===== config.mk =====
export PLATFORM = sky130hd
export DESIGN_NAME = sbdt_admission
export DESIGN_NICKNAME = d
export VERILOG_FILES = /design/src/rtl/sbdt_pkg.sv /design/src/rtl/sbdt_limit_calc.sv /design/src/rtl/sbdt_depth_table.sv /design/src/rtl/sbdt_pool_stats.sv /design/src/rtl/sbdt_admission.sv
export SDC_FILE = /design/constraint.sdc
export NUM_CORES = 2
export LEC_CHECK = 0
export BUFFER_PORTS_ARGS = -buffer_cell sky130_fd_sc_hd__buf_4
export CORE_MARGIN = 2
export CORE_UTILIZATION = 45
export DETAILED_ROUTE_END_ITERATION = 16
export GPL_ROUTABILITY_DRIVEN = 0
export GPL_TIMING_DRIVEN = 1
export MAX_ROUTING_LAYER = met4
export SLEW_MARGIN = 20
export SYNTH_ARGS = -nofsm -noshare
export SYNTH_HDL_FRONTEND = slang
export SYNTH_SLANG_ARGS = --single-unit

===== constraint.sdc =====
create_clock -name clk -period 20.7 [get_ports clk]
set_clock_uncertainty 0.15 [all_clocks]
set_input_delay 1.035 -clock clk [delete_from_list [all_inputs] [get_ports clk]]
set_output_delay 1.035 -clock clk [all_outputs]
set_load 0.02 [all_outputs]

===== src/rtl/sbdt_pkg.sv =====
package sbdt_pkg;

  typedef logic signed [3:0] alpha_shift_t;

  // Flat queue number from the (ingress, egress, priority) triple.
  function automatic int unsigned qflat(input int unsigned ip, input int unsigned op,
                                        input int unsigned pr, input int unsigned n_out,
                                        input int unsigned n_pri);
    return (ip * n_out + op) * n_pri + pr;
  endfunction

endpackage


===== src/rtl/sbdt_limit_calc.sv =====
module sbdt_limit_calc #(
  parameter int CW = 26,
  parameter int LW = 14
) (
  input  logic [CW-1:0]               pool_bytes,
  input  logic [CW-1:0]               resv_bytes,
  input  sbdt_pkg::alpha_shift_t      alpha_shift,
  input  logic [CW-1:0]               used,
  input  logic [CW-1:0]               depth,
  input  logic [LW-1:0]               len,
  input  logic                        req,
  output logic                        admit
);
  localparam int LIMW = CW + 10;

  function automatic logic [CW-1:0] free_space(input logic [CW-1:0] pool, input logic [CW-1:0] u);
    return (u >= pool) ? '0 : pool - u;
  endfunction

  function automatic logic [LIMW-1:0] scaled_share(input logic [CW-1:0] fr,
                                                   input sbdt_pkg::alpha_shift_t sh);
    logic [LIMW-1:0] w;
    int s;
    w = LIMW'(fr);
    s = int'(sh);
    if (s >= 0) return w >> s;
    else        return w << (-s);
  endfunction

  logic [LIMW-1:0] limit;
  logic [LIMW-1:0] need;

  always_comb begin
    limit = LIMW'(resv_bytes) + scaled_share(free_space(pool_bytes, used), alpha_shift);
    need  = LIMW'(depth) + LIMW'(len);
    admit = req && (need <= limit);
  end

endmodule


===== src/rtl/sbdt_depth_table.sv =====
module sbdt_depth_table #(
  parameter int NQ = 32,
  parameter int CW = 26,
  parameter int LW = 14,
  parameter int QW = 5
) (
  input  logic          clk,
  input  logic          rst_n,
  input  logic [QW-1:0] enq_idx,
  input  logic          add_en,
  input  logic [LW-1:0] add_len,
  input  logic [QW-1:0] deq_idx,
  input  logic          deq_en,
  input  logic [LW-1:0] deq_len,
  output logic [CW-1:0] enq_depth,
  output logic [LW-1:0] rel_len,
  output logic          under
);
  logic [CW-1:0] depth_q [NQ];
  logic [CW:0]   have;

  always_comb begin
    enq_depth = depth_q[enq_idx];
    have      = {1'b0, depth_q[deq_idx]} +
                ((add_en && (enq_idx == deq_idx)) ? (CW+1)'(add_len) : '0);
    under     = deq_en && (have < (CW+1)'(deq_len));
    rel_len   = under ? have[LW-1:0] : deq_len;
  end

  always_ff @(posedge clk or negedge rst_n) begin
    if (!rst_n) begin
      for (int q = 0; q < NQ; q++) depth_q[q] <= '0;
    end else begin
      for (int q = 0; q < NQ; q++) begin
        if ((add_en && enq_idx == QW'(q)) || (deq_en && deq_idx == QW'(q)))
          depth_q[q] <= depth_q[q]
                      + ((add_en && enq_idx == QW'(q)) ? CW'(add_len) : '0)
                      - ((deq_en && deq_idx == QW'(q)) ? CW'(rel_len) : '0);
      end
    end
  end

endmodule


===== src/rtl/sbdt_pool_stats.sv =====
module sbdt_pool_stats #(
  parameter int CW  = 26,
  parameter int LW  = 14,
  parameter int DCW = 16
) (
  input  logic           clk,
  input  logic           rst_n,
  input  logic           add_en,
  input  logic [LW-1:0]  add_len,
  input  logic           rel_en,
  input  logic [LW-1:0]  rel_len,
  input  logic           drop_evt,
  input  logic           under_evt,
  output logic [CW-1:0]  used_q,
  output logic [CW-1:0]  peak_q,
  output logic [DCW-1:0] drops_q,
  output logic           err_q
);
  logic [CW-1:0] used_nxt;

  always_comb begin
    used_nxt = used_q + (add_en ? CW'(add_len) : '0) - (rel_en ? CW'(rel_len) : '0);
  end

  always_ff @(posedge clk or negedge rst_n) begin
    if (!rst_n) begin
      used_q  <= '0;
      peak_q  <= '0;
      drops_q <= '0;
      err_q   <= 1'b0;
    end else begin
      used_q <= used_nxt;
      if (used_nxt > peak_q) peak_q <= used_nxt;
      if (drop_evt && drops_q != '1) drops_q <= drops_q + 1'b1;
      if (under_evt) err_q <= 1'b1;
    end
  end

endmodule


===== src/rtl/sbdt_admission.sv =====
module sbdt_admission #(
  parameter int N_IN   = 4,
  parameter int N_OUT  = 4,
  parameter int N_PRIO = 2,
  parameter int CW     = 26,
  parameter int LW     = 14,
  parameter int DCW    = 16,
  localparam int IW    = $clog2(N_IN),
  localparam int OW    = $clog2(N_OUT),
  localparam int PW    = $clog2(N_PRIO)
) (
  input  logic              clk,
  input  logic              rst_n,
  input  logic [CW-1:0]     cfg_pool_bytes,
  input  logic [CW-1:0]     cfg_resv_bytes,
  input  logic signed [3:0] cfg_alpha_shift,
  input  logic              enq_req,
  input  logic [IW-1:0]     enq_in,
  input  logic [OW-1:0]     enq_out,
  input  logic [PW-1:0]     enq_pri,
  input  logic [LW-1:0]     enq_len,
  output logic              enq_admit,
  output logic              enq_drop,
  output logic [CW-1:0]     enq_depth,
  input  logic              deq_valid,
  input  logic [IW-1:0]     deq_in,
  input  logic [OW-1:0]     deq_out,
  input  logic [PW-1:0]     deq_pri,
  input  logic [LW-1:0]     deq_len,
  output logic [CW-1:0]     pool_used,
  output logic [CW-1:0]     peak_used,
  output logic [DCW-1:0]    drop_count,
  output logic              deq_err
);
  localparam int NQ = N_IN * N_OUT * N_PRIO;
  localparam int QW = $clog2(NQ);

  // Named internal events for the checker.
  logic [QW-1:0] enq_idx, deq_idx;
  logic          evt_admit, evt_under;
  logic [LW-1:0] rel_len;

  assign enq_idx = QW'(sbdt_pkg::qflat(int'(enq_in), int'(enq_out), int'(enq_pri), N_OUT, N_PRIO));
  assign deq_idx = QW'(sbdt_pkg::qflat(int'(deq_in), int'(deq_out), int'(deq_pri), N_OUT, N_PRIO));

  sbdt_limit_calc #(.CW(CW), .LW(LW)) limit_i (
    .pool_bytes (cfg_pool_bytes),
    .resv_bytes (cfg_resv_bytes),
    .alpha_shift(cfg_alpha_shift),
    .used       (pool_used),
    .depth      (enq_depth),
    .len        (enq_len),
    .req        (enq_req),
    .admit      (evt_admit)
  );

  assign enq_admit = evt_admit;
  assign enq_drop  = enq_req && !evt_admit;

  sbdt_depth_table #(.NQ(NQ), .CW(CW), .LW(LW), .QW(QW)) table_i (
    .clk      (clk),
    .rst_n    (rst_n),
    .enq_idx  (enq_idx),
    .add_en   (evt_admit),
    .add_len  (enq_len),
    .deq_idx  (deq_idx),
    .deq_en   (deq_valid),
    .deq_len  (deq_len),
    .enq_depth(enq_depth),
    .rel_len  (rel_len),
    .under    (evt_under)
  );

  sbdt_pool_stats #(.CW(CW), .LW(LW), .DCW(DCW)) stats_i (
    .clk      (clk),
    .rst_n    (rst_n),
    .add_en   (evt_admit),
    .add_len  (enq_len),
    .rel_en   (deq_valid),
    .rel_len  (rel_len),
    .drop_evt (enq_drop),
    .under_evt(evt_under),
    .used_q   (pool_used),
    .peak_q   (peak_used),
    .drops_q  (drop_count),
    .err_q    (deq_err)
  );

endmodule


# Yosys cells after proc, flatten, opt, wreduce, memory -nomap -nowiden
# Index checks and enable logic that the tools add are counted.
# totals
register_bits	901
out_inout_bits	97
# op_classes
addsub	76
n_lt_le_gt_ge	7
eq_ne	64
n_shift	2
n_mux	76
bitwise	2
n_reduce_logical	104
# op_table
op	count
two-way mux 14 bit	68
subtractor 26 bit	34
adder 26 bit	33
binary-select mux 26 bit (select 5 bit)	2
equality test 5 bit (second input constant)	32
two-way mux 26 bit	5
equality test 5 x 4 -> 1 bit (second input constant)	16
logical AND 1 bit	69
equality test 5 x 3 -> 1 bit (second input constant)	8
adder 26 x 36 -> 36 bit	1
<= comparator 36 bit	1
two-way mux 36 bit	1
<< shifter 26 x 32 -> 36 bit	1
right shift 26 x 32 -> 36 bit	1
logical OR 1 bit	32
negation 4 -> 32 bit	1
adder 26 x 14 -> 27 bit	1
adder 26 x 27 -> 27 bit	1
< comparator 27 x 14 -> 1 bit	1
>= comparator 26 bit	1
> comparator 26 bit	1
equality test 5 x 2 -> 1 bit (second input constant)	4
adder 16 x 1 -> 16 bit (second input constant)	1
inequality test 16 bit (second input constant)	1
9 further kinds	15

# Logic depth before layout (Yosys ltp)
# logic_depth
ltp_word	18
mapped_depth	93
depth_no_buf	89

# Hierarchy
# A second synthesis with hierarchy kept.
# hier_totals
cells_unflattened	13430
hier_area_um2	111525.7
# by_module_without_submodules
module	n_inst	cells_per_inst	area_per_inst_um2	seq_area_each_um2
sbdt_depth_table	1	11777	98949.9	20820.0
sbdt_limit_calc	1	1146	7678.6	0.0
sbdt_pool_stats	1	506	4883.4	1726.7
sbdt_admission	1	1	13.8	0.0

# Least setup slack after synthesis
# No wires, ideal clock.
# synth_path
path_type	input-to-reg
start	input enq_pri
end	register stats_i.peak_q[16]
setup_time_ns	0.125
arrival_ns	19.429
t_required_ns	20.425
setup_slack_ns	0.996
cell_stages	80
cell_sequence	clkbuf_1 > buf_1 > clkbuf_1 > clkbuf_1 > clkbuf_1 > buf_1 > mux4_2 > mux4_2 > mux2i_1 > inv_1 > ha_1 > a21o_1 > a21oi_1 > o21ai_0 > a21oi_1 > o21ai_0 > a21oi_1 > o21ai_0 > [44 not listed] > o211ai_1 > nand4_1 > o211a_1 > a41o_1 > nor4_1 > nor3_1 > a41o_1 > o41ai_1 > o2111ai_1 > a21oi_1 > xnor2_1 > ha_1 > nand4_1 > nor2_1 > nand4_1 > o31ai_1 > clkbuf_1 > mux2_2
# synth_via
elab_chain_len	17
word_cells_on_any_way	20
classes_between	5 x add/sub; 3 x order compare; 1 x eq/ne; 7 x mux; 1 x bitwise; 3 x reduce/logical
# synth_lines
element	line	rtl
from (decl)	sbdt_admission.sv:20	input logic [PW-1:0] enq_pri,
adder 5 x 1 -> 5 bit *	sbdt_pkg.sv:9	return (ip * n_out + op) * n_pri + pr;
inverter 5 -> 6 bit (not written as such) *	sbdt_depth_table.sv:23	enq_depth = depth_q[enq_idx];
binary-select mux 26 bit (select 5 bit) *	sbdt_depth_table.sv:23	
two-way mux 26 bit (not written as such) * (2 in a row)	sbdt_depth_table.sv:23	
via enq_depth[1]	sbdt_admission.sv:24	output logic [CW-1:0] enq_depth,
adder 26 x 14 -> 27 bit *	sbdt_limit_calc.sv:35	need = LIMW'(depth) + LIMW'(len);
<= comparator 36 bit *	sbdt_limit_calc.sv:36	admit = req && (need <= limit);
logical AND 1 bit *	sbdt_limit_calc.sv:36	
[2 not listed]	n/a	
adder 26 x 27 -> 27 bit	sbdt_depth_table.sv:24	have = {1'b0, depth_q[deq_idx]} +
< comparator 27 x 14 -> 1 bit	sbdt_depth_table.sv:26	under = deq_en && (have < (CW+1)'(deq_len));
logical AND 1 bit	sbdt_depth_table.sv:26	
two-way mux 14 bit	sbdt_depth_table.sv:27	rel_len = under ? have[LW-1:0] : deq_len;
two-way mux 14 bit	sbdt_pool_stats.sv:22	used_nxt = used_q + (add_en ? CW'(add_len) : '0) - (rel_en ? CW'(rel_len) : '0);
subtractor 26 bit *	sbdt_pool_stats.sv:22	
via stats_i.used_nxt[25]	sbdt_pool_stats.sv:19	logic [CW-1:0] used_nxt;
> comparator 26 bit *	sbdt_pool_stats.sv:33	if (used_nxt > peak_q) peak_q <= used_nxt;
to (signal assigned)	sbdt_pool_stats.sv:33	
to (decl)	sbdt_pool_stats.sv:15	output logic [CW-1:0] peak_q,
# The timed path passes the listed nets; every way through them passes the cells marked *. The select of a mux whose other input is x is not followed.
# A chain may end at the register's enable or synchronous reset.

# Worst setup path after layout
# layout_path
start	input cfg_pool_bytes[0]
end	register stats_i.peak_q[13]
# layout_via
elab_chain_len	16
word_cells_on_any_way	20
classes_between	5 x add/sub; 4 x order compare; 2 x shift; 6 x mux; 3 x reduce/logical
# layout_lines
element	line	rtl
from (decl)	sbdt_admission.sv:14	input logic [CW-1:0] cfg_pool_bytes,
subtractor 26 bit or >= comparator 26 bit (tied branches)	sbdt_limit_calc.sv:17	return (u >= pool) ? '0 : pool - u;
two-way mux 26 bit *	sbdt_limit_calc.sv:17	
<< shifter 26 x 32 -> 36 bit or right shift 26 x 32 -> 36 bit (tied branches)	sbdt_limit_calc.sv:27, sbdt_limit_calc.sv:26	
two-way mux 36 bit *	sbdt_limit_calc.sv:26	if (s >= 0) return w >> s;
adder 26 x 36 -> 36 bit *	sbdt_limit_calc.sv:34	limit = LIMW'(resv_bytes) + scaled_share(free_space(pool_bytes, used), alpha_shift);
<= comparator 36 bit *	sbdt_limit_calc.sv:36	
logical AND 1 bit *	sbdt_limit_calc.sv:36	
logical AND 1 bit	sbdt_depth_table.sv:25	((add_en && (enq_idx == deq_idx)) ? (CW+1)'(add_len) : '0);
two-way mux 14 bit	sbdt_depth_table.sv:25	
adder 26 x 27 -> 27 bit	sbdt_depth_table.sv:24	
< comparator 27 x 14 -> 1 bit	sbdt_depth_table.sv:26	
logical AND 1 bit	sbdt_depth_table.sv:26	
two-way mux 14 bit	sbdt_depth_table.sv:27	
two-way mux 14 bit	sbdt_pool_stats.sv:22	
subtractor 26 bit *	sbdt_pool_stats.sv:22	
via stats_i.used_nxt[24]	sbdt_pool_stats.sv:19	
> comparator 26 bit *	sbdt_pool_stats.sv:33	
# The timed path passes the listed nets; every way through them passes the cells marked *.

==> results.md <==
- Outcome: completed
- Power after layout: 22000 uW
- Top-area cell type share of the netlist area: 20.3%
- Placed cell count: 15800
- CTS Sinks: 901
- FF-to-FF Start: stats_i.used_q[7]
- Crit Path Max Fanout: 17
- Startpoint class of the critical path: input port
- Final hold slack: 0.0807 ns
- Ys async rst share: 100%
- Final Hold Viols: 0
- Top routing layer in use: met4
- Leakage: 0.0595 uW
- Worst slew pin tran: 1.24 ns
- Die W: 501 um
- Wire length on met2: 194000 um
- Clk buf depth: 3
- R2r setup slk: 1.12 ns
- Syn_area_per_cell: 8.73 sq um
- Drt initial violations: 10900
- Site row count: 182
- Worst path arrival time: 20.14 ns
- Global-route wire length before repair: 642000 um
- Port bufs: 194
- Final worst path period need: 19.62 ns
- Max Clk Rate: 0.0510 GHz
- DR vias/cell: 6.28
- Root Buffer: clkbuf_16
- Setup violators final: 0
- Setup CP Type: input port to flip-flop
- CP max stage delay: 0.51 ns
- CP Capture Type: flip-flop
- #FFs+latches synth: 901
- Layout Cells excl Fill: 16100
- RSZ-0062 raised after global routing: no
- Netlist cell types: 94
- Reg2reg end: stats_i.peak_q[13]
- Antenna violations before repair: 44
- Routed Antenna Nets: 0
- CTS buffer count: 119
- Vias in the first global route: 101000
- Met3 wire length: 47400 um
- Fin nets: 14300
- Synth warnings: 0
- Post-detail-place hpwl: 343000 um
- R2r worst-path depth: 81
- Pwr/cell area: 183 mW/mm^2
- Main area contributors after synthesis: dfrtp_1 (20%), ha_1 (11%), mux4_2 (11%), fa_1 (8.4%), inv_1 (6.8%)
- Most frequent cell after synthesis: inv_1
- Die H: 501 um
- Largest net degree at the start of global routing: 148
- Placed Area: 0.116 sq mm
- Grt ovf: 0
- Top cell by count, worst path: o21ai_0
- Hold Crit Class: input port to asynchronous set/reset pin
- Layout cells sized above 1: 11.4%
- Area Growth Syn to Fin: 8.34%
- Top post-synthesis cells by count: inv_1 (2007), nor2_1 (1067), nand2_1 (1062), ha_1 (1010), dfrtp_1 (901)
- Tcrit/Tclk final: 94.8%
- DR vias: 101000
- Pre-Repair DR Iteration Count: 7
- Detailed Route WL: 435000 um
- Yosys top cell by area: dfrtp_1
- EDFF count, synth: 0
- DRC: 0
- Total GRT Usage: 35.2%
- Data required time of the critical path: 21.23 ns
- Clk_lat worst skew: 0.86 ns
- Prevailing post-synth register cell: dfrtp_1
- Met1 wire length: 161000 um
- Final instance area: 0.120 sq mm
- IO Pins: 195
- Multi-input gate area: 0.0790 sq mm
- H-Tree Depth: 3
- Max_cap viols: 0
- Die footprint: 0.251 sq mm
- Wire per inst: 27.1 um
- Rel. slew slack: 17.6%
- Finished Core Util: 49.0%
- Fill cell count: 22900
- Seq/Total Area, Yosys: 20.3%
- Critical path's slowest cell: or4_1
- Syn Nets: 14300
- Post-Syn Area: 0.111 sq mm
- Peak supply drop: 122 uV
- FF/Latch Area: 0.0225 sq mm
- Final max-slew violation count: 0
- Core Box Area: 0.246 sq mm
- Mapped Cells: 12700
- CTS tree: built
- Starting density of the core: 45.2%
- Clk slew on worst S/H paths: 0.06 ns
- Hold_buf cts: 0
==> critical path: cells and delay by family <==
family                     cells  cell delay, ns
muxes                          2            0.59
xor gates and xnor gates       3            0.63
and+or+nand+nor               15            3.18
AOI/OAI and AO/OA             43            9.37
buffers and inverters         10            1.62
adders and majority gates     11            3.66
==> layout by cell type, fill, tap and decap left out, types with 123 or more instances in the layout <==
cell type,count
o21ai_0,345
xnor2_1,393
mux4_2,520
nor2b_1,123
fa_1,466
mux2_2,193
a21oi_1,883
or3_1,123
and2_1,131
nor3_1,338
dfrtp_1,900
nand3_1,241
mux2i_1,500
nor2_1,1067
ha_1,1010
nand2_1,1060
buf_4,383
a21o_1,163
inv_1,2007
xor2_1,405
==> layer usage <==
| metal | GRT usage [%] | vias up |
|---|---|---|
| met4 | 21.8 | 0 |
| met1 | 41.4 | 50200 |
| met3 | 8.89 | 1490 |
| met5 | - | - |
| li1 | - | 43800 |
| met2 | 54.0 | 5495 |
==> kinds of logic after synthesis <==
| family | synth area share, % |
|---|---|
| fa+ha+maj | 19.8 |
| simple gates | 14.8 |
| flops | 20.3 |
| compound gates | 12.6 |
| xor+xnor | 6.30 |
| mux | 17.3 |
| buf+inv | 8.90 |
==> per-stage QoR <==
step	setup TNS (ns)	setup slack, ns
final	0	1.08
after global routing	0	0.0331
after CTS	0	0.768
after detailed placement	0	0.144
after global placement	-1.52	-0.0620
after floorplan	0	0.996
==> state kept, by name (all words and copies together) (netlist names) <==
register / cells
stats_i.drops_q: 16
stats_i.used_q: 26
stats_i.err_q: 1
stats_i.peak_q: 26
table_i.depth_q: 832
==> how the worst max path moves through the flow <==
stage | to | startpoint | slack (ns)
CTS | stats_i.peak_q[11] | stats_i.used_q[1] | 0.77
global route | stats_i.peak_q[11] | stats_i.used_q[7] | 0.03
global placement | stats_i.peak_q[4] | cfg_pool_bytes[0] | -0.06
floorplan | stats_i.peak_q[16] | enq_pri | 1.0
finish | stats_i.peak_q[13] | cfg_pool_bytes[0] | 1.08
detailed placement | stats_i.peak_q[11] | cfg_pool_bytes[0] | 0.14
==> what timing repair did <==
action,CTS,global route
setup endpoints to repair,0,28
resized for setup,0,4
buffers inserted,0,2
==> layout make-up <==
type / instances / share of cell area [%]
clock inverters: 43 / 0.525
multi-input cells: 9296 / 65.6
well taps: 3220 / 3.35
repair buffers: 397 / 2.59
diodes: 32 / 0.0665
clock buffers: 176 / 2.87
inverters: 2007 / 6.26
flip-flops and latches: 901 / 18.7
==> where the power goes <==
group	switching [uW]	leakage (uW)	internal, uW	total (uW)
sequential	962	0.00980	2510	3470
clock	973	0.00198	1280	2250
combinational	9430	0.0477	6890	16300
total	11400	0.0595	10700	22000
Note: power is estimated with default switching activity, not from simulation.
